File: src/rtl/shifter_operand_pkg.sv
package shifter_operand_pkg;

    typedef enum logic [1:0] {
        SK_LSL = 2'd0,
        SK_LSR = 2'd1,
        SK_ASR = 2'd2,
        SK_ROR = 2'd3
    } shift_kind_e;

    typedef enum logic [1:0] {
        OPM_PASS  = 2'd0,
        OPM_RRX   = 2'd1,
        OPM_SHIFT = 2'd2
    } op_mode_e;

    function automatic int max_int(input int a, input int b);
        return (a > b) ? a : b;
    endfunction

endpackage

File: src/rtl/shop_amount_decode.sv
module shop_amount_decode
    import shifter_operand_pkg::*;
#(
    parameter int DATA_W    = 32,
    parameter int IMM_W     = 5,
    parameter int REG_AMT_W = 8,
    parameter int AMT_W     = 9
) (
    input  shift_kind_e          kind,
    input  logic                 from_reg,
    input  logic [IMM_W-1:0]     imm_amt,
    input  logic [REG_AMT_W-1:0] reg_amt,
    output op_mode_e             mode,
    output logic [AMT_W-1:0]     amt
);

    always_comb begin
        mode = OPM_SHIFT;
        amt  = '0;
        if (from_reg) begin
            // register amount: zero always means pass through
            amt = AMT_W'(reg_amt);
            if (reg_amt == '0) mode = OPM_PASS;
        end else if (imm_amt == '0) begin
            // immediate zero is a special encoding per kind
            case (kind)
                SK_LSL:  mode = OPM_PASS;
                SK_ROR:  mode = OPM_RRX;
                default: amt  = AMT_W'(DATA_W);
            endcase
        end else begin
            amt = AMT_W'(imm_amt);
        end
    end

endmodule

File: src/rtl/shop_shift_core.sv
module shop_shift_core
    import shifter_operand_pkg::*;
#(
    parameter int DATA_W = 32,
    parameter int AMT_W  = 9
) (
    input  shift_kind_e       kind,
    input  op_mode_e          mode,
    input  logic [AMT_W-1:0]  amt,
    input  logic [DATA_W-1:0] src,
    input  logic              cin,
    output logic [DATA_W-1:0] res,
    output logic              cout
);

    localparam int LOG_W = $clog2(DATA_W);

    logic [LOG_W-1:0] rot_amt;
    logic             amt_below;
    logic             amt_equal;
    int               n;

    assign rot_amt   = amt[LOG_W-1:0];
    assign amt_below = (amt < AMT_W'(DATA_W));
    assign amt_equal = (amt == AMT_W'(DATA_W));

    always_comb begin
        res  = src;
        cout = cin;
        n    = int'(amt);
        case (mode)
            OPM_RRX: begin
                res  = {cin, src[DATA_W-1:1]};
                cout = src[0];
            end
            OPM_SHIFT: begin
                case (kind)
                    SK_LSL: begin
                        if (amt_below) begin
                            res  = src << amt;
                            cout = src[LOG_W'(DATA_W - n)];
                        end else begin
                            res  = '0;
                            cout = amt_equal ? src[0] : 1'b0;
                        end
                    end
                    SK_LSR: begin
                        if (amt_below) begin
                            res  = src >> amt;
                            cout = src[LOG_W'(n - 1)];
                        end else begin
                            res  = '0;
                            cout = amt_equal ? src[DATA_W-1] : 1'b0;
                        end
                    end
                    SK_ASR: begin
                        if (amt_below) begin
                            res  = $signed(src) >>> amt;
                            cout = src[LOG_W'(n - 1)];
                        end else begin
                            res  = {DATA_W{src[DATA_W-1]}};
                            cout = src[DATA_W-1];
                        end
                    end
                    default: begin
                        if (rot_amt == '0) begin
                            res  = src;
                            cout = src[DATA_W-1];
                        end else begin
                            res  = (src >> rot_amt) | (src << (DATA_W - int'(rot_amt)));
                            cout = src[rot_amt - LOG_W'(1)];
                        end
                    end
                endcase
            end
            default: ;
        endcase
    end

endmodule

File: src/rtl/shifter_operand_unit.sv
module shifter_operand_unit
    import shifter_operand_pkg::*;
#(
    parameter int DATA_W    = 32,
    parameter int IMM_W     = 5,
    parameter int REG_AMT_W = 8
) (
    input  logic [DATA_W-1:0]    src_val,
    input  logic [1:0]           shift_kind,
    input  logic                 amt_from_reg,
    input  logic [IMM_W-1:0]     imm_amt,
    input  logic [REG_AMT_W-1:0] reg_amt,
    input  logic                 carry_in,
    output logic [DATA_W-1:0]    result,
    output logic                 carry_out,
    output logic                 extra_cycle
);

    localparam int LOG_W = $clog2(DATA_W);
    localparam int AMT_W = max_int(LOG_W + 1, REG_AMT_W);

    shift_kind_e      kind;
    op_mode_e         mode;
    logic [AMT_W-1:0] eff_amt;

    assign kind        = shift_kind_e'(shift_kind);
    assign extra_cycle = amt_from_reg;

    shop_amount_decode #(
        .DATA_W    (DATA_W),
        .IMM_W     (IMM_W),
        .REG_AMT_W (REG_AMT_W),
        .AMT_W     (AMT_W)
    ) u_decode (
        .kind     (kind),
        .from_reg (amt_from_reg),
        .imm_amt  (imm_amt),
        .reg_amt  (reg_amt),
        .mode     (mode),
        .amt      (eff_amt)
    );

    shop_shift_core #(
        .DATA_W (DATA_W),
        .AMT_W  (AMT_W)
    ) u_core (
        .kind (kind),
        .mode (mode),
        .amt  (eff_amt),
        .src  (src_val),
        .cin  (carry_in),
        .res  (result),
        .cout (carry_out)
    );

endmodule

File: config.mk
export PLATFORM = sky130hd
export DESIGN_NAME = shifter_operand_unit
export DESIGN_NICKNAME = d
export VERILOG_FILES = /design/src/rtl/shifter_operand_pkg.sv /design/src/rtl/shop_amount_decode.sv /design/src/rtl/shop_shift_core.sv /design/src/rtl/shifter_operand_unit.sv
export SDC_FILE = /design/constraint.sdc
export NUM_CORES = 1
export LEC_CHECK = 0
export ABC_CLOCK_PERIOD_IN_PS = 6400
export BUFFER_PORTS_ARGS = -buffer_cell sky130_fd_sc_hd__buf_2
export CAP_MARGIN = 10
export CORE_MARGIN = 2
export CORE_UTILIZATION = 48
export DETAILED_ROUTE_END_ITERATION = 16
export GPL_ROUTABILITY_DRIVEN = 1
export PLACE_DENSITY = 0.74
export SLEW_MARGIN = 40
export SYNTH_ARGS = -nofsm -noshare
export SYNTH_HDL_FRONTEND = slang
export SYNTH_HIERARCHICAL = 1
export SYNTH_SLANG_ARGS = --single-unit
File: constraint.sdc
create_clock -name vclk -period 6.4
set_clock_uncertainty 0.1 [all_clocks]
set_input_delay 1.28 -clock vclk [all_inputs]
set_output_delay 1.28 -clock vclk [all_outputs]
set_load 0.02 [all_outputs]
==> results of run 1 <==
-- path summary, 6_finish.rpt --
check / to / cells after the start / startpoint
worst max-delay path: carry_out / 12 / amt_from_reg
worst min-delay path: carry_out / 4 / carry_in
-- Yosys cell counts (9+ instances only) --
master / instances / area (um2)
inv_1: 15 / 56.3
clkbuf_1: 91 / 342
a31oi_1: 23 / 144
o31ai_1: 10 / 75.1
nand3_1: 23 / 115
or3_1: 9 / 56.3
buf_1: 10 / 37.5
a211oi_1: 20 / 150
mux4_2: 83 / 1870
and2_1: 12 / 75.1
o21ai_0: 44 / 220
nor2_1: 112 / 420
mux2i_1: 54 / 541
buf_2: 24 / 120
and3_1: 17 / 106
nor3_1: 31 / 155
a221oi_1: 16 / 140
nand2_1: 155 / 582
mux2_2: 44 / 495
a21oi_1: 94 / 470
o21ai_1: 26 / 130
o221ai_1: 38 / 333
o22ai_1: 15 / 93.8
buf_4: 13 / 97.6
o211ai_1: 17 / 128
-- critical path: cells and delay by family --
family / cells / cell delay (ns)
AND/OR/NAND/NOR: 1 / 0.21
buffers and inverters: 3 / 0.55
AO/OA/AOI/OAI: 3 / 0.69
multiplexers: 4 / 1.75
adder cells (fa/ha/maj): 1 / 0.35
-- stage by stage --
step | cell area (um2) | worst slack, ns | util [%] | cells | power (mW)
final | 9010 | 0.149 | 52.6 | 1383 | 1.31
after CTS | 8990 | 0.245 | 52.6 | 1381 | 1.22
after floorplan | 8300 | 0.000194 | - | 1143 | 0.796
after detailed placement | 8990 | 0.276 | 52.6 | 1381 | 1.22
after global placement | 8990 | 0.314 | 52.6 | 1381 | 1.22
after global routing | 9000 | 0.0429 | 52.6 | 1381 | 1.33
-- kinds of logic (layout without fill, tap and decap cells) --
kind of cell,count (synthesis),after routing,synth area share [%]
AO/OA/AOI/OAI,387,387,31.6
XOR/XNOR,5,5,0.844
adder cells (fa/ha/maj),5,5,0.753
buffers and inverters,162,175,9.00
multiplexers,189,189,36.1
other,0,2,0
AND/OR/NAND/NOR,395,395,21.7
-- report_power, final --
part           leakage, nW  internal (mW)  switching [mW]
clock            0.0000141  0.00000000591               0
combinational         3.36          0.467           0.838
sequential               0              0               0
total                 3.36          0.467           0.838
-- layout make-up --
class                           instances  area (um2)
Inverter                               16        60.1
Multi-Input combinational cell        981        7600
Fill cell                            1697        8110
Timing Repair Buffer                  159        1060
Tap cell                              225         282
Antenna cell                            2        5.00
-- layer usage --
layer	track usage [%]	vias to the layer above
li1	-	4489
met1	68.4	5192
met2	70.5	1171
met3	17.8	247
met4	26.5	0
met5	0	-
==> impl_results.md, run 1 <==
* Run status: completed
* Lkg Pwr at about 3.4 nW
* Max_slew headroom at between 30% and 40%
* Top sig layer: met4
* DR iter-0 viols at 2219
* DRC violations left at 0
* WHS at around 2.8 ns
* Final setup fails at 0
* Crit path cell chain: buf_2 -> mux2_8 -> inv_1 -> ha_2 -> mux2_2 -> mux4_2 -> mux2_1 -> nor2_1 -> o31ai_1 -> a221oi_1 -> o221ai_1 -> buf_2
* Cell variety after synth at 81
* Max VDD drop at 92.9 uV
* Post-CTS Resized at 0
* Layout Nets at 1212
* Routed wl met3 at 7980 um
* Routability congestion estimate at approximately 1.2
* Largest net degree at the start of global routing at 83
* GRT Residual Overflow at 0
* Pwr dens at between 100 and 150 nW/um2
* Share of layout cells above drive strength 1 at a little over a quarter
* Total Routing Usage GR at between 50% and 60%
* Worst setup SP type: input pin
* Sequential-to-total area share from yosys stat at 0%
* Max Clk Rate at 160 MHz
* Die W at roughly 140 um
* First-pass GRT wire length at about 68000 um
* Mapped Nets at 1197
* Worst endpoint data arrival time at ~4.9 ns
* Final Hold Fails at 0
* Register Area at 0 um2
* Syn Inst Count at between 1000 and 1500
* Area growth, synth to finish at 8.50%
* Crit path max fanout at 13
* Most common cell after layout, fill and taps aside: nand2_1
* DIE AREA at 18400 um2
* YS warnings at 6
* Min-delay worst type: in2out
* Syn Area/Cell at between 7 and 8 um2
* Max-slew violations at 0
* Post-DP HPWL at between 30000 and 40000 um
* # clk buffers at 0
* DRT Pass-1 Iters at 8
* CP max-delay cell: mux4_2
* Crit share post-route at a little over nine tenths
* Data required, critical path at 5.02 ns
* Setup Buffers After CTS at 0
* Post-CTS Hold Buffers at 0
* Die H at between 100 and 150 um
* Routed WL per cell at 34.0 um
* Via Count at 11100
* Initial antenna violation count at 2
* Wire length on met2 at approximately 19000 um
* Setup tns final at 0 ns
* I/O Buffers at 83
* Vias per cell at 8.03
* Initial Util at 48.5%
* RSZ-0062 raised after global routing: false
* Syn Std Cell Area at ~8300 um2
* Tmin final at around 6.3 ns
* Vias in the first global route at 9765
* DRT Wirelength at roughly 47000 um
* IO Pins at 83
* CP endpoint kind: primary output
* Most frequent cells in the layout: 155 x nand2_1, 112 x nor2_1, 94 x a21oi_1
* M1 WL at between 15000 and 20000 um
* Sequential cells at 0
* Max Cap Violations at 0
* Slew @ Worst Pin at just over 0.9 ns
* Post-DRT Antenna Nets at 0
* CP peak stage delay at 0.51 ns
* Row cnt at 48
* Worst setup path class: in2out
* Area of the core at between 15000 and 20000 um2
* Crit path top cell by count: buf_2
Power figures use the tool's default switching activity.
==> run 2: changes to the inputs <==
Settings changed: CORE_ASPECT_RATIO from default to 1.4.
==> run 2 against run 1 <==
Net effect:
- critical path type unchanged
- sequential cell count did not move
- cell count fell by 1.0%
- clock-buffer cell count did not move
- first-iteration DRC count fell by 1.2%
- hold slack improved by 0.019 ns
- fmax fell by 1.0%
- utilization rose by 1.1 points
- die area barely moved
==> impl_results.md, run 2 (same netlist as run 1, synthesis figures left out) <==
* Most frequent cells in the layout: 155 x nand2_1, 112 x nor2_1, 94 x a21oi_1
* Area of the multi-input gates at roughly 7600 um2
* Final Hold Fails at 0
* Post-CTS Resized at 0
* DRT Pass-1 Iters at 9
* Crit path max fanout at 12
* Largest net degree at the start of global routing at 83
* Vias in the first global route at about 11000
* Post-DRT Antenna Nets at 0
* RSZ-0062 raised after global routing: false
* # clk buffers at 0
* Max Cap Violations at 0
* DP Cell Count at between 1000 and 1500
* Crit share post-route at slightly below 100%
* Final WS setup at 0.0838 ns
* DRC violations left at 0
* DRT Wirelength at ~48000 um
* WHS at around 2.8 ns
* Die W at roughly 120 um
* Most common cell after layout, fill and taps aside: nand2_1
* Initial Util at around half
* Row cnt at 56
* Area of the core at between 15000 and 20000 um2
* Initial antenna violation count at 1
* Hold Crit Depth at 2
* Sequential cells at 0
* First-pass GRT wire length at about 70000 um
* Area growth, synth to finish at 8.76%
* CP peak stage delay at around 0.52 ns
* DP Worst Slack at 0.238 ns
* Slew @ Worst Pin at 0.870 ns
* CP endpoint kind: primary output
* I/O Buffers at 83
* Routed WL per cell at between 30 and 40 um
* CP max-delay cell: mux4_2
* Worst endpoint data arrival time at ~4.9 ns
* GRT Residual Overflow at 0
* IO Pins at slightly above 80
* Layout Cells excl Fill at between 1000 and 1500
* Die H at around 160 um
* Setup tns final at 0 ns
* Total Routing Usage GR at between 50 and 60%
* Max-slew violations at 0
* Layout Nets at around 1200
* Routability congestion estimate at around 1.2
* Crit path cell chain: buf_2 -> mux2_4 -> inv_1 -> ha_2 -> mux2_1 -> mux4_2 -> mux2_1 -> nor2_1 -> o31ai_1 -> a221oi_1 -> buf_4 -> o221ai_1 -> buf_2
* Setup Buffers After CTS at 0
* Worst setup path class: in2out
* Post-CTS Hold Buffers at 0
* Via Count at roughly 11000
* Fillcell total at about 1600
* Post-DP HPWL at ~35000 um
* Final setup fails at 0
* Data required, critical path at roughly 5 ns
* Vias per cell at about 8.1
* Share of layout cells above drive strength 1 at a little over a quarter
* Tmin final at roughly 6.3 ns
* Max Clk Rate at 158 MHz
* Register Area at 0 um2
* DR iter-0 viols at around 2200
* Run status: completed
* Min-delay worst type: in2out
* Worst setup SP type: input pin
* DIE AREA at approximately 18000 um2
* Max_slew headroom at 41.6%
==> run 2: changes by cell type in the layout (fill, tap and decap cells not counted), sizes merged <==
cell,delta
diode,-1
buf,+9
==> run 2: cell type report <==
cell class         count  share of cell area (%)
diodes                 1                  0.0277
repair buffers       168                    12.2
well taps            203                    2.81
inverters             16                   0.665
multi-input cells    981                    84.3
==> run 2: routing by layer <==
| metal | vias up | track usage [%] | part of all wire (%) |
|---|---|---|---|
| met5 | - | 0 | 0.025 |
| met4 | 2 | 35.2 | 9.6 |
| met3 | 294 | 18.3 | 15 |
| met2 | 1069 | 74.2 | 42 |
| met1 | 5212 | 64.4 | 34 |
| li1 | 4514 | - | - |
==> run 2: worst max-delay path, delay by kind of cell <==
| family | cells | cell delay, ns |
|---|---|---|
| multiplexers | 4 | 1.61 |
| AO/OA/AOI/OAI | 3 | 0.55 |
| adder cells (fa/ha/maj) | 1 | 0.43 |
| AND/OR/NAND/NOR | 1 | 0.23 |
| buffers and inverters | 4 | 0.82 |
==> run 2: path summary, 6_finish.rpt <==
path,startpoint,end
worst max-delay path,amt_from_reg,carry_out
worst min-delay path,amt_from_reg,extra_cycle
==> run 2: through the flow <==
stage          cell area (um2)  utilization [%]
2_1_floorplan             8300                -
3_3_place_gp              9010             53.6
3_5_place_dp              9010             53.6
4_1_cts                   9010             53.6
5_1_grt                   9030             53.7
6_report                  9030             53.7
